**config.mk**
```make
export PLATFORM = sky130hd
export DESIGN_NAME = octet_deser
export DESIGN_NICKNAME = d
export VERILOG_FILES = /design/src/rtl/sdm_pkg.sv /design/src/rtl/sdm_regen.sv /design/src/rtl/sdm_split2.sv /design/src/rtl/sdm_out_sync.sv /design/src/rtl/octet_deser.sv
export SDC_FILE = /design/constraint.sdc
export NUM_CORES = 1
export LEC_CHECK = 0
export BUFFER_PORTS_ARGS = -buffer_cell sky130_fd_sc_hd__buf_4
export CORE_ASPECT_RATIO = 0.8
export CORE_MARGIN = 2
export CORE_UTILIZATION = 56
export DETAILED_ROUTE_END_ITERATION = 7
export GPL_TIMING_DRIVEN = 1
export PLACE_DENSITY = 0.82
export RECOVER_POWER = 25
export SYNTH_ARGS = -nofsm -noshare
export SYNTH_HDL_FRONTEND = slang
export SYNTH_SLANG_ARGS = --single-unit
```
**constraint.sdc**
```tcl
create_clock -name clk -period 1.15 [get_ports clk]
set_clock_uncertainty 0.1 [all_clocks]
set_input_delay 0.345 -clock clk [delete_from_list [all_inputs] [get_ports clk]]
set_output_delay 0.345 -clock clk [all_outputs]
set_load 0.02 [all_outputs]
```
**src/rtl/sdm_pkg.sv**
```systemverilog
package sdm_pkg;
  // Side-band tag that travels with data through the split tree.
  typedef struct packed {
    logic vld;  // this beat carries data
    logic tnt;  // beat includes a bit taken right after a slip
  } sdm_tag_t;
endpackage

```
**src/rtl/sdm_regen.sv**
```systemverilog
module sdm_regen
  import sdm_pkg::*;
(
  input  logic     clk,
  input  logic     rst,
  input  logic     ser_din,
  input  logic     slip_req,
  output logic     bit_q,
  output sdm_tag_t tag_q
);
  logic pend_q;

  always_ff @(posedge clk) begin
    if (rst) begin
      bit_q  <= 1'b0;
      tag_q  <= '0;
      pend_q <= 1'b0;
    end else begin
      bit_q <= ser_din;
      if (slip_req) begin
        tag_q.vld <= 1'b0;
        tag_q.tnt <= 1'b0;
        pend_q    <= 1'b1;
      end else begin
        tag_q.vld <= 1'b1;
        tag_q.tnt <= pend_q;
        pend_q    <= 1'b0;
      end
    end
  end

  AST_SLIP_DROPS: assert property (@(posedge clk) disable iff (rst)
    slip_req |=> !tag_q.vld);

  AST_SLIP_MARKS_NEXT: assert property (@(posedge clk) disable iff (rst)
    ($past(slip_req) && !$past(rst) && !slip_req) |=> (tag_q.vld && tag_q.tnt));
endmodule

```
**src/rtl/sdm_split2.sv**
```systemverilog
module sdm_split2
  import sdm_pkg::*;
#(
  parameter int IN_W = 1
) (
  input  logic              clk,
  input  logic              rst,
  input  logic [IN_W-1:0]   in_dat,
  input  sdm_tag_t          in_tag,
  output logic [2*IN_W-1:0] out_dat,
  output sdm_tag_t          out_tag
);
  localparam int OUT_W = 2 * IN_W;

  logic [IN_W-1:0] half_q;
  logic            half_tnt_q;
  logic            ph_q;

  always_ff @(posedge clk) begin
    if (rst) begin
      half_q     <= '0;
      half_tnt_q <= 1'b0;
      ph_q       <= 1'b0;
      out_dat    <= '0;
      out_tag    <= '0;
    end else begin
      out_tag.vld <= 1'b0;
      if (in_tag.vld) begin
        if (!ph_q) begin
          half_q     <= in_dat;
          half_tnt_q <= in_tag.tnt;
          ph_q       <= 1'b1;
        end else begin
          out_dat     <= OUT_W'({half_q, in_dat});
          out_tag.vld <= 1'b1;
          out_tag.tnt <= half_tnt_q | in_tag.tnt;
          ph_q        <= 1'b0;
        end
      end
    end
  end

  AST_PAIR_SOURCE: assert property (@(posedge clk) disable iff (rst)
    out_tag.vld |-> $past(in_tag.vld));

  AST_PAIR_SPACED: assert property (@(posedge clk) disable iff (rst)
    out_tag.vld |=> !out_tag.vld);
endmodule

```
**src/rtl/sdm_out_sync.sv**
```systemverilog
module sdm_out_sync
  import sdm_pkg::*;
#(
  parameter int WORD_W = 8
) (
  input  logic              clk,
  input  logic              rst,
  input  logic [WORD_W-1:0] in_dat,
  input  sdm_tag_t          in_tag,
  output logic [WORD_W-1:0] word_q,
  output logic              vld_q
);
  logic take;
  assign take = in_tag.vld & ~in_tag.tnt;

  always_ff @(posedge clk) begin
    if (rst) begin
      word_q <= '0;
      vld_q  <= 1'b0;
    end else begin
      vld_q <= take;
      if (take) word_q <= in_dat;
    end
  end

  AST_TAINT_DROP: assert property (@(posedge clk) disable iff (rst)
    (in_tag.vld && in_tag.tnt) |=> !vld_q);

  AST_WORD_HOLD: assert property (@(posedge clk) disable iff (rst)
    !$stable(word_q) |-> vld_q);

  AST_ONE_SHOT: assert property (@(posedge clk) disable iff (rst)
    vld_q |=> !vld_q);
endmodule

```
**src/rtl/octet_deser.sv**
```systemverilog
module octet_deser
  import sdm_pkg::*;
#(
  parameter int WORD_W = 8
) (
  input  logic              clk,
  input  logic              rst,
  input  logic              ser_din,
  input  logic              slip_req,
  output logic [WORD_W-1:0] word_o,
  output logic              word_vld_o
);
  localparam int LEVELS = $clog2(WORD_W);

  logic     bit_q;
  sdm_tag_t tag_q;

  // Stage 0: retime / regenerate, apply slip requests.
  sdm_regen u_regen (
    .clk      (clk),
    .rst      (rst),
    .ser_din  (ser_din),
    .slip_req (slip_req),
    .bit_q    (bit_q),
    .tag_q    (tag_q)
  );

  // Tree of 1:2 stages, each doubling the word width.
  for (genvar l = 0; l < LEVELS; l++) begin : g_lvl
    localparam int IW = 1 << l;
    logic [IW-1:0]   i_dat;
    sdm_tag_t        i_tag;
    logic [2*IW-1:0] o_dat;
    sdm_tag_t        o_tag;

    if (l == 0) begin : g_head
      assign i_dat = bit_q;
      assign i_tag = tag_q;
    end else begin : g_body
      assign i_dat = g_lvl[l-1].o_dat;
      assign i_tag = g_lvl[l-1].o_tag;
    end

    sdm_split2 #(.IN_W(IW)) u_split (
      .clk     (clk),
      .rst     (rst),
      .in_dat  (i_dat),
      .in_tag  (i_tag),
      .out_dat (o_dat),
      .out_tag (o_tag)
    );
  end

  // Output resynchronisation: all bits update together.
  sdm_out_sync #(.WORD_W(WORD_W)) u_out (
    .clk    (clk),
    .rst    (rst),
    .in_dat (g_lvl[LEVELS-1].o_dat),
    .in_tag (g_lvl[LEVELS-1].o_tag),
    .word_q (word_o),
    .vld_q  (word_vld_o)
  );

  AST_RESET_QUIET: assert property (@(posedge clk)
    rst |=> !word_vld_o);
endmodule

```
Word-level counts from Yosys, hierarchy flattened
Index checks and enable logic that the tools add are counted.
{ "word_totals": {"elab_cells": 53, "input_bits": 4, "romBits": 0, "latch_bits": 0, "register_bits": 46, "n_memories": 0, "ram_bits": 0} }
{ "classes": {"n_addsub": 0, "div_mod_pow": 0, "reduce_logical": 10, "n_eq_ne": 0, "mul": 0, "mux": 8, "n_lt_le_gt_ge": 0, "n_shift": 0, "bitwise": 11} }
{ "ops": {"columns": ["op", "count"], "rows": [
  ["$reduce_and 2->1", 6],
  ["$mux 2", 4],
  ["$reduce_or 2->1", 4],
  ["$not 1->1", 7],
  ["$mux 1", 4],
  ["$or 1x1->1", 3],
  ["$and 1x1->1", 1]
]} }

Longest topological paths before layout
Gate-level depths: netlist of the first run.
{ "logic_depth": {"depth_word": 2, "ltp_mapped": 4} }

Cells and area by module
From an unflattened synthesis of the first run, not the netlist that was laid out.
{ "hier_totals": {"cells_unflattened": 172, "area_unflattened_um2": 1707.9} }
{ "modules_own_cells": {"columns": ["module", "cells_per_inst", "area_per_inst_um2", "instances"], "rows": [
  ["sdm_split2 at g_lvl[2].u_split", 63, 608.1, 1],
  ["sdm_out_sync", 36, 382.9, 1],
  ["sdm_split2 at g_lvl[1].u_split", 39, 367.9, 1],
  ["sdm_split2 at g_lvl[0].u_split", 26, 240.2, 1],
  ["sdm_regen", 8, 108.9, 1]
]} }

Worst setup path after synthesis of the first run
No wires, ideal clock.
{ "synth_timing": {"path_kind": "reg2reg", "from": "register, netlist name u_regen.tag_q[1]", "to": "register g_lvl[0].u_split.half_q", "path_slack_ns": 0.149, "t_required_ns": 0.933, "path_stages_with_launch": 4, "arrival_time_ns": 0.784, "cell_sequence": "dfxtp_1 > nor2b_4 > mux2i_1 > nor2_1"} }
{ "synth_via": {"elab_chain_len": 1} }
{ "synth_rtl": {"columns": ["item", "line", "source"], "rows": [
  ["$reduce_and 2->1 (no line)", null, null],
  ["end signal, assigned", "sdm_split2.sv:30", "half_q <= in_dat;"],
  ["end, declared", "sdm_split2.sv:15", "logic [IN_W-1:0] half_q;"]
]} }
Every way passes these cells.
A chain may end at the register's enable or synchronous reset.

Final worst setup path of the first run
{ "layout_timing": {"from": "register u_out.word_q[3]", "to": "output word_o[3]"} }
{ "layout_rtl": {"columns": ["item", "line", "source"], "rows": [
  ["start, declared", "sdm_out_sync.sv:10", "output logic [WORD_W-1:0] word_q,"],
  ["start signal, assigned", "sdm_out_sync.sv:22", "if (take) word_q <= in_dat;"],
  ["end, declared", "octet_deser.sv:10", "output logic [WORD_W-1:0] word_o,"]
]} }
No word-level cell between the ends.

==> results of run 1 <==
[cell families after synthesis]
logic type / Yosys count / synth area share
AO/OA/AOI/OAI: 26 / 0.08202
AND/OR/NAND/NOR: 81 / 0.2326
multiplexers: 10 / 0.06309
XOR/XNOR: 1 / 0.005522
buffers and inverters: 10 / 0.03627
flip-flops: 46 / 0.5804
[cells in the mapped netlist]
cell type   n  area, um2
xnor2_1     1      8.760
buf_2       7      35.03
mux2i_1    10      100.1
nor2b_1     3      18.77
nor3_1      5      25.02
nand2b_1    4      25.02
nor2_1     17      63.81
nand3_1     6      30.03
a21oi_1    26      130.1
nor3_2      1      10.01
dfxtp_1    46      920.9
buf_4       3      22.52
nand2_2     1      6.260
nor2b_4     1      13.76
nand2_1    40      150.1
nand2b_4    1      13.76
and2_1      2      12.51
[per-stage QoR]
stage               total power, W  setup slack, ns  hold slack (ns)
floorplan                 0.001706           0.1486           0.3057
global route              0.003016          -0.1635          0.02201
finish                    0.002942          -0.1302          0.03146
global placement          0.001733          0.04877           0.3196
CTS                       0.002958          -0.1364          0.02439
detailed placement        0.001737         -0.03690           0.3274
[layout make-up]
type	instances	area share
Timing Repair Buffer	24	0.1092
Clock inverter	2	0.03121
Clock buffer	6	0.02666
Multi-Input combinational cell	118	0.3231
Tap cell	38	0.02471
Sequential cell	46	0.4850
[layer usage]
metal | wire length [um] | up-vias | part of all wire
li1 | - | 611 | -
met1 | 1339 | 591 | 0.43
met2 | 1583 | 24 | 0.51
met3 | 119 | 9 | 0.038
met4 | 74 | 0 | 0.024
met5 | 0 | - | 0
[what timing repair did]
| action | in CTS | in global routing |
|---|---|---|
| pin swaps | 0 | 0 |
| buffers inserted | 0 | 3 |
| hold buffers | 0 | 0 |
| resized for setup | 19 | 6 |
| setup endpoints to repair | 14 | 30 |
[path summary, 6_finish.rpt]
check | end | slack, ns
worst max-delay path | word_o[3] | -0.13
worst min-delay path | u_regen.tag_q[1] | 0.03
worst max register to register | g_lvl[2].u_split.half_tnt_q | -0.04
worst min register to register | u_out.word_q[1] | 0.35
[registers in the layout, indices dropped and copies added (netlist names)]
signal / flops
g_lvl.u_split.half_q: 7
g_lvl.u_split.half_tnt_q: 3
g_lvl.u_split.out_dat: 14
g_lvl.u_split.out_tag: 6
g_lvl.u_split.ph_q: 3
u_out.vld_q: 1
u_out.word_q: 8
u_regen.bit_q: 1
u_regen.pend_q: 1
u_regen.tag_q: 2
[where the power goes]
group / switching (W) / internal, W
combinational: 0.0000397 / 0.0000319
clock: 0.000510 / 0.000736
sequential: 0.0000160 / 0.00161
total: 0.000565 / 0.00238
==> summary.md, run 1 <==
| Metric | Value |
|---|---|
| Die width | `63.51 um` |
| VDD IR max | `1.111 mV` |
| R2R cell count | `3` |
| Num rows | `17` |
| Tmin final | `1.280 ns` |
| Crit. Startpoint | `u_out.word_q[3]` |
| CP bufs+invs | `1` |
| Final setup TNS | `-1.744 ns` |
| Die Footprint | `0.003277 mm2` |
| Vias in the first global route | `1126` |
| Fillers | `214` |
| Via count | `1235` |
| Buffers on Ports | `12` |
| Flops & latches, synth | `46` |
| Placer Congestion | `0.7522` |
| Max Clock Freq | `0.7811 GHz` |
| Synth cell types | `17` |
| Clock latency on the worst-skew pair | `0.36 ns` |
| Clock net sink count | `46` |
| Core area | `0.002723 mm2` |
| Startpoint class of the critical path | `register` |
| Multi-input logic area | `621.8 um2` |
| Max-cap violations | `0` |
| IO Count | `13` |
| CP required | `0.70 ns` |
| Yosys warning total | `0` |
| ANT cells | `0` |
| # placed instances | `223` |
| Antenna Nets Post-Route | `0` |
| Post-DP Area | `0.001747 mm2` |
| Hold path depth | `2` |
| Pre-antenna DRT Iters | `4` |
| Post-route cell area | `0.001924 mm2` |
| CTS root buf | `clkbuf_4` |
| Total GRT Usage | `0.2055` |
| Register Area | `933.4 um2` |
| Most Crowded Layer GR | `met2` |
| Syn_area_per_cell | `9.118 um2` |
| Hpwl dp | `1.986 mm` |
| Worst hold start | `slip_req` |
| Maximum fanout along the worst path | `2` |
| Failing checks | `negative setup slack` |
| Most frequent cells in the layout | `41 x nand2_1, 36 x dfxtp_1, 25 x a21oi_1, 17 x nor2_1, 13 x buf_4` |
| Hold crit path type | `in -> reg` |
| CP Depth | `1` |
| FF-to-FF Start | `g_lvl[2].u_split.ph_q` |
| Fin crit share | `1.113` |
| GR Util met1 | `0.2392` |
| Ratio of cells with drive above 1 in the final layout | `0.2449` |
| Worst-path clk slew | `0.13 ns` |
| First-pass GRT wire length | `4.974 mm` |
| Syn Nets | `178` |
| Seq/Total Area, Yosys | `0.5804` |
| Crit Path Class | `reg -> out` |
| Outcome | `complete, but fails checks` |
| Non-Filler Instances | `234` |
| Worst path slowest cell | `dfxtp_2` |
| Drt initial violations | `56` |
| Routed vias/inst | `5.278` |
| Layout overhead on the synthesized area | `21.29%` |
| PD cells | `1529 mW/mm2` |
| P_leak | `0.7607 nW` |
| Synthesized cell area | `0.001587 mm2` |
| Grt met3 use | `0.06494` |
| Maximum number of pins on one net before global-route repair | `19` |
| CTS buffer count | `5` |
| Pins Over Slew Limit | `0` |
| Total grt overflow | `0` |
| Residual DRC count | `0` |
| Die Ht | `51.61 um` |
| Critical Path AT | `0.84 ns` |
| Clock tree buffer depth | `2` |
| Antenna violations before repair | `0` |
| WL per Instance | `13.32 um` |
| Final setup viols | `25` |
| GR Util met2 | `0.3544` |
| Unrepaired setup endpoints after global routing | `yes` |
| Final hold violation count | `0` |
| Crit end category | `output pin` |
| Critical path's largest stage delay | `0.36 ns` |
| Slew HR | `0.4943` |
| Most common cell after layout, fill and taps aside | `nand2_1` |
| Crit path max-delay family | `flip-flops` |
| Post-route setup slack | `-0.1302 ns` |
| WL final | `3.117 mm` |
| Max H-tree Level | `2` |
| Mapped Cells | `174` |
| Clock tree from TritonCTS | `done` |
| Nets@finish | `199` |
| Worst-Margin Slew | `0.7586 ns` |
| Cell chain of the critical path | `buf_6` |
| Starting density of the core | `0.5827` |
| Core Util, Final | `0.7068` |
(Power assumes the default switching activity.)
==> run 2, diff against run 1 <==
--- a/config.mk
+++ b/config.mk
@@ -11,8 +11,10 @@
 export CORE_UTILIZATION = 56
 export DETAILED_ROUTE_END_ITERATION = 7
 export GPL_TIMING_DRIVEN = 1
+export HOLD_SLACK_MARGIN = 0.06
 export PLACE_DENSITY = 0.82
 export RECOVER_POWER = 25
 export SYNTH_ARGS = -nofsm -noshare
 export SYNTH_HDL_FRONTEND = slang
 export SYNTH_SLANG_ARGS = --single-unit
+export TNS_END_PERCENT = 50
==> summary.md, run 2 (synthesis results as in run 1) <==
| Metric | Value |
|---|---|
| Hpwl dp | `1.986 mm (unchanged)` |
| Clock tree buffer depth | `2 (unchanged)` |
| Worst-Margin Slew | `0.3903 ns (-0.3683 ns)` |
| Maximum fanout along the worst path | `2 (unchanged)` |
| Worst-path clk slew | `0.13 ns (about the same)` |
| Total GRT Usage | `0.2064 (+0.0009602)` |
| Die Footprint | `0.003277 mm2 (unchanged)` |
| Max Clock Freq | `0.7852 GHz (+0.52%)` |
| Grt met3 use | `0.06494 (unchanged)` |
| Nets@finish | `200 (+0.50%)` |
| FF-to-FF Start | `g_lvl[2].u_split.ph_q` |
| Sequential share of power | `0.552 (about the same)` |
| VDD IR max | `1.107 mV (-0.36%)` |
| Most Crowded Layer GR | `met2` |
| Crit. Startpoint | `u_out.word_q[3]` |
| Fin crit share | `1.107 (-0.005754)` |
| Worst reg2reg endpoint | `g_lvl[2].u_split.half_tnt_q` |
| Clock net sink count | `46 (unchanged)` |
| CTS root buf | `clkbuf_4` |
| Largest register FFs | `14 (unchanged)` |
| Fillers | `215 (+0.47%)` |
| Most frequent cells in the layout | `41 x nand2_1, 37 x dfxtp_1, 25 x a21oi_1, 17 x nor2_1, 11 x buf_4` |
| Residual DRC count | `0 (unchanged)` |
| Most common cell after layout, fill and taps aside | `nand2_1` |
| Clock tree from TritonCTS | `done` |
| Maximum number of pins on one net before global-route repair | `19 (unchanged)` |
| Worst path slowest cell | `dfxtp_2` |
| PD cells | `1526 mW/mm2 (-0.14%)` |
| GR Util met1 | `0.2392 (unchanged)` |
| CP bufs+invs | `1 (unchanged)` |
| First-pass GRT wire length | `4.995 mm (+0.42%)` |
| Register Area | `932.1 um2 (-0.13%)` |
| Pre-antenna DRT Iters | `4 (unchanged)` |
| Final setup viols | `17 (-32%)` |
| Worst reg2reg setup slack | `-0.10 ns (-0.06 ns)` |
| Ratio of cells with drive above 1 in the final layout | `0.2234 (-0.02155)` |
| P_leak | `0.7659 nW (+0.68%)` |
| Hold crit path type | `in -> reg` |
| Unrepaired setup endpoints after global routing | `yes` |
| Die Ht | `51.61 um (unchanged)` |
| Outcome | `complete, but fails checks` |
| Core area | `0.002723 mm2 (unchanged)` |
| Switch Pwr | `0.0005571 W (-1.5%)` |
| CP required | `0.70 ns (about the same)` |
| Antenna Nets Post-Route | `0 (unchanged)` |
| Die width | `63.51 um (unchanged)` |
| CTS buffer count | `5 (unchanged)` |
| Int Pwr | `0.002380 W (+0.18%)` |
| Setup crit end | `word_o[3]` |
| Cell chain of the critical path | `buf_6` |
| Biggest register | `g_lvl.u_split.out_dat` |
| Crit end category | `output pin` |
| Num rows | `17 (unchanged)` |
| Total Power Consumption | `0.002938 W (-0.14%)` |
| Routed vias/inst | `5.294 (+0.30%)` |
| GR Util met2 | `0.3579 (+0.003509)` |
| Tmin final | `1.274 ns (-0.006617 ns)` |
| CP Depth | `1 (unchanged)` |
| Critical path's largest stage delay | `0.36 ns (about the same)` |
| Drt initial violations | `41 (-27%)` |
| Startpoint class of the critical path | `register` |
| Max H-tree Level | `2 (unchanged)` |
| Clock share of power | `0.421 (-0.003)` |
| Hold path depth | `2 (unchanged)` |
| ANT cells | `0 (unchanged)` |
| Combinational power share | `0.027 (+0.003)` |
| Vias in the first global route | `1132 (+0.53%)` |
| Crit path max-delay family | `flip-flops` |
| Max-cap violations | `0 (unchanged)` |
| Clock latency on the worst-skew pair | `0.36 ns (about the same)` |
| Pins Over Slew Limit | `0 (unchanged)` |
| Critical Path AT | `0.83 ns (about the same)` |
| Slew HR | `0.7398 (+0.2455)` |
| Switching Share | `0.1896 (-0.002565)` |
| Starting density of the core | `0.5827 (unchanged)` |
| Layout overhead on the synthesized area | `21.29% (unchanged)` |
| # placed instances | `223 (unchanged)` |
| Biggest regs | `g_lvl.u_split.out_dat x14, u_out.word_q x8, g_lvl.u_split.half_q x7` |
| Via count | `1244 (+0.73%)` |
| R2R cell count | `3 (unchanged)` |
| Worst hold start | `ser_din` |
| WL per Instance | `13.11 um (-1.5%)` |
| Crit Path Class | `reg -> out` |
| Final hold violation count | `0 (unchanged)` |
| Antenna violations before repair | `0 (unchanged)` |
| Post-route setup slack | `-0.1236 ns (+0.006617 ns)` |
| Placer Congestion | `0.7522 (unchanged)` |
| Failing checks | `negative setup slack` |
| Hold Slack | `0.08791 ns (+0.05646 ns)` |
| Multi-input logic area | `603.1 um2 (-3.0%)` |
| Non-Filler Instances | `235 (+0.43%)` |
| Total grt overflow | `0 (unchanged)` |
| IO Count | `13 (unchanged)` |
| WL final | `3.082 mm (-1.1%)` |
| Buffers on Ports | `12 (unchanged)` |
-- run 2: cell types whose count changed in the layout (fill, tap and decap cells not counted) --
| cell | change |
|---|---|
| nand2b_1 | +3 |
| buf_4 | -2 |
| nand2b_4 | -2 |
| and2_0 | -1 |
| and2_1 | +1 |
| and2_2 | +1 |
| and2_4 | -1 |
| buf_12 | +1 |
| clkbuf_2 | +1 |
| dfxtp_1 | +1 |
| dfxtp_2 | -1 |
| dlygate4sd3_1 | +1 |
| nand2b_2 | -1 |
-- run 2: how the worst min path moves through the flow --
stage                             to  slack, ns
floorplan           u_regen.tag_q[0]       0.31
CTS                    u_regen.bit_q       0.08
global placement    u_regen.tag_q[0]       0.32
finish                 u_regen.bit_q       0.09
detailed placement  u_regen.tag_q[0]       0.33
global route           u_regen.bit_q       0.07
-- run 2: through the flow --
step | utilization | setup slack, ns | setup TNS [ns] | cell area [um2]
5_1_grt | 0.7068 | -0.1808 | -2.873 | 1924
6_report | 0.7068 | -0.1236 | -1.522 | 1924
3_3_place_gp | 0.6415 | 0.04877 | 0 | 1747
2_1_floorplan | - | 0.1486 | 0 | 1587
4_1_cts | 0.7036 | -0.1364 | -1.176 | 1916
3_5_place_dp | 0.6415 | -0.03690 | -0.09949 | 1747
-- run 2: layout make-up --
cell class / instances / area share
clock buffer: 6 / 0.02666
clock inverter: 2 / 0.03121
multi-input combinational: 118 / 0.3134
sequential: 46 / 0.4844
tap: 38 / 0.02471
timing repair buffer: 25 / 0.1196
-- run 2: timing repair --
action                     4_1_cts  5_1_grt
resized for setup               19        5
hold endpoints to repair         1        0
hold buffers                     1        0
buffers inserted                 0        3
setup endpoints to repair       14       30
-- run 2: routing by layer --
metal  share of wire  vias to the layer above
met4           0.026                        0
met1            0.43                      584
met3           0.038                        9
met5               0                        -
met2            0.51                       31
li1                -                      620
-- run 2: power by group through the flow --
stage                      logic, W  clock network (W)  registers, W
after CTS                 0.0000811            0.00126       0.00162
final                     0.0000784            0.00124       0.00162
after global placement    0.0000751                  0       0.00166
after detailed placement  0.0000781                  0       0.00166
after floorplan           0.0000500                  0       0.00166
after global routing      0.0000867            0.00131       0.00163
==> run 3, diff against run 2 <==
--- a/config.mk
+++ b/config.mk
@@ -8,11 +8,11 @@
 export BUFFER_PORTS_ARGS = -buffer_cell sky130_fd_sc_hd__buf_4
 export CORE_ASPECT_RATIO = 0.8
 export CORE_MARGIN = 2
-export CORE_UTILIZATION = 56
+export CORE_UTILIZATION = 30
 export DETAILED_ROUTE_END_ITERATION = 7
 export GPL_TIMING_DRIVEN = 1
 export HOLD_SLACK_MARGIN = 0.06
-export PLACE_DENSITY = 0.82
+export PLACE_DENSITY = 0.53
 export RECOVER_POWER = 25
 export SYNTH_ARGS = -nofsm -noshare
 export SYNTH_HDL_FRONTEND = slang
==> summary.md, run 3 (synthesis results as in run 1) <==
| Metric | Value |
|---|---|
| Die width | `85.31 um (+34%)` |
| Max Clock Freq | `0.8337 GHz (+6.2%)` |
| Residual DRC count | `0 (unchanged)` |
| Critical path's largest stage delay | `0.33 ns (-0.03 ns)` |
| Post-DP Area | `0.001809 mm2 (+3.6%)` |
| Clock tree buffer depth | `2 (unchanged)` |
| Crit Path Class | `reg -> out` |
| FF-to-FF Start | `g_lvl[2].u_split.ph_q` |
| Hold crit path type | `in -> reg` |
| Drt initial violations | `33 (-20%)` |
| VDD IR max | `0.8560 mV (-23%)` |
| Failing checks | `negative setup slack` |
| Hold path depth | `2 (unchanged)` |
| Core Util, Final | `0.3871 (-0.3197)` |
| Fin crit share | `1.043 (-0.06446)` |
| Largest register FFs | `14 (unchanged)` |
| Buffers on Ports | `12 (unchanged)` |
| Final setup viols | `9 (-8)` |
| Tmin final | `1.199 ns (-0.07413 ns)` |
| Most common cell after layout, fill and taps aside | `nand2_1` |
| WL final | `2.730 mm (-11%)` |
| Nets@finish | `200 (unchanged)` |
| Total GRT Usage | `0.1033 (-0.1031)` |
| First-pass GRT wire length | `4.836 mm (-3.2%)` |
| Worst reg2reg setup slack | `0.08 ns (+0.18 ns)` |
| Vias in the first global route | `1068 (-5.7%)` |
| Maximum fanout along the worst path | `2 (unchanged)` |
| Die Ht | `69.05 um (+34%)` |
| Worst-path clk slew | `0.08 ns (-0.05 ns)` |
| Max-cap violations | `0 (unchanged)` |
| Hold Path Sink | `u_regen.tag_q[1]` |
| Via count | `1134 (-8.8%)` |
| Maximum number of pins on one net before global-route repair | `26 (+7)` |
| Routed vias/inst | `4.378 (-17%)` |
| Max H-tree Level | `2 (unchanged)` |
| CP bufs+invs | `1 (unchanged)` |
| Unrepaired setup endpoints after global routing | `yes` |
| Ratio of cells with drive above 1 in the final layout | `0.2437 (+0.02030)` |
| Post-route cell area | `0.001961 mm2 (+1.9%)` |
| PD cells | `1413 mW/mm2 (-7.5%)` |
| Worst-Margin Slew | `0.4650 ns (+0.07466 ns)` |
| Clock tree from TritonCTS | `done` |
| # placed instances | `248 (+11%)` |
| CTS root buf | `clkbuf_8` |
| Post-route setup slack | `-0.04944 ns (+0.07413 ns)` |
| P_leak | `0.7665 nW (about the same)` |
| CP required | `0.70 ns (about the same)` |
| Hpwl dp | `1.960 mm (-1.3%)` |
| Biggest register | `g_lvl.u_split.out_dat` |
| Clock latency on the worst-skew pair | `0.30 ns (-0.06 ns)` |
| Most frequent cells in the layout | `40 x nand2_1, 36 x dfxtp_1, 26 x a21oi_1, 17 x nor2_1, 13 x buf_4` |
| Worst hold start | `slip_req` |
| Worst path slowest cell | `dfxtp_2` |
| Cell chain of the critical path | `buf_6` |
| Critical Path AT | `0.75 ns (-0.08 ns)` |
| Layout overhead on the synthesized area | `23.58%` |
| Outcome | `complete, but fails checks` |
| Biggest regs | `g_lvl.u_split.out_dat x14, u_out.word_q x8, g_lvl.u_split.half_q x7` |
| Total Power Consumption | `0.002770 W (-5.7%)` |
| ANT cells | `0 (unchanged)` |
| Placer Congestion | `0.6902 (-8.2%)` |
| Crit path max-delay family | `flip-flops` |
| Clock net sink count | `46 (unchanged)` |
| Non-Filler Instances | `259 (+10%)` |
| Num rows | `23 (+6)` |
| Die Footprint | `0.005890 mm2 (+80%)` |
| Final setup TNS | `-0.3875 ns (+1.134 ns)` |
| IO Count | `13 (unchanged)` |
| Startpoint class of the critical path | `register` |
| Total grt overflow | `0 (unchanged)` |
| Final hold violation count | `0 (unchanged)` |
| Antenna violations before repair | `0 (unchanged)` |
| Antenna Nets Post-Route | `0 (unchanged)` |
| Starting density of the core | `0.3132 (-0.2695)` |
| Crit end category | `output pin` |
| Worst reg2reg endpoint | `g_lvl[2].u_split.half_q[0]` |
| CTS buffer count | `5 (unchanged)` |
| Pre-antenna DRT Iters | `2 (-2)` |
| WL per Instance | `10.54 um (-20%)` |
| Core area | `0.005065 mm2 (+86%)` |
| Slew HR | `0.6900 (-0.04977)` |
| Pins Over Slew Limit | `0 (unchanged)` |
| R2R cell count | `4 (+1)` |
## run 3: cell count changes in the layout (fill, tap and decap cells not counted), moves of 2 or more
cell       previous run  this run
buf_4                11        13
bufinv_16             2         0
clkbuf_4              6         0
clkbuf_8              1         7
nand2b_1              5         3
nand2b_4              0         2
## run 3: cell type report
| type | count | area [um2] |
|---|---|---|
| Sequential cell | 46 | 933.4 |
| Multi-Input combinational cell | 118 | 616.8 |
| Clock inverter | 1 | 8.758 |
| Timing Repair Buffer | 25 | 227.7 |
| Tap cell | 62 | 77.57 |
| Fill cell | 533 | 3104 |
| Clock buffer | 7 | 96.34 |
## run 3: worst max-delay path by stage
| stage | from | to | slack (ns) | cells past startpoint |
|---|---|---|---|---|
| after floorplan | u_regen.tag_q[1] | g_lvl[0].u_split.half_q | 0.15 | 3 |
| after global placement | g_lvl[2].u_split.ph_q | g_lvl[2].u_split.half_q[0] | 0.08 | 4 |
| after detailed placement | g_lvl[1].u_split.out_tag[1] | g_lvl[2].u_split.out_tag[0] | 0.05 | 3 |
| after CTS | u_out.word_q[7] | word_o[7] | -0.06 | 1 |
| after global routing | u_out.word_q[7] | word_o[7] | -0.1 | 1 |
| final | u_out.word_q[3] | word_o[3] | -0.05 | 1 |
## run 3: stage by stage
step / hold WS, ns / worst slack, ns
final: 0.1068 / -0.04944
after global routing: 0.1157 / -0.09543
after CTS: 0.09398 / -0.06215
after detailed placement: 0.3156 / 0.04660
after global placement: 0.3111 / 0.07887
after floorplan: 0.3057 / 0.1486
## run 3: layer usage
| layer | vias to the layer above | wire [um] | GRT usage |
|---|---|---|---|
| met1 | 506 | 1470 | 0.1376 |
| li1 | 610 | - | - |
| met3 | 3 | 108 | 0.04671 |
| met4 | 0 | 29 | 0.04233 |
| met5 | - | 0 | 0 |
| met2 | 15 | 1121 | 0.1441 |
## run 3: power by group
| group | total (W) | switching, W | internal (W) |
|---|---|---|---|
| sequential | 0.00162 | 0.0000134 | 0.00161 |
| combinational | 0.0000692 | 0.0000402 | 0.0000291 |
| clock | 0.00108 | 0.000530 | 0.000551 |
## run 3: repair_timing
action,4_1_cts,5_1_grt
pin swaps,0,0
setup endpoints to repair,9,20
gates resized for setup,18,3
hold buffers,0,0
buffers inserted,0,3
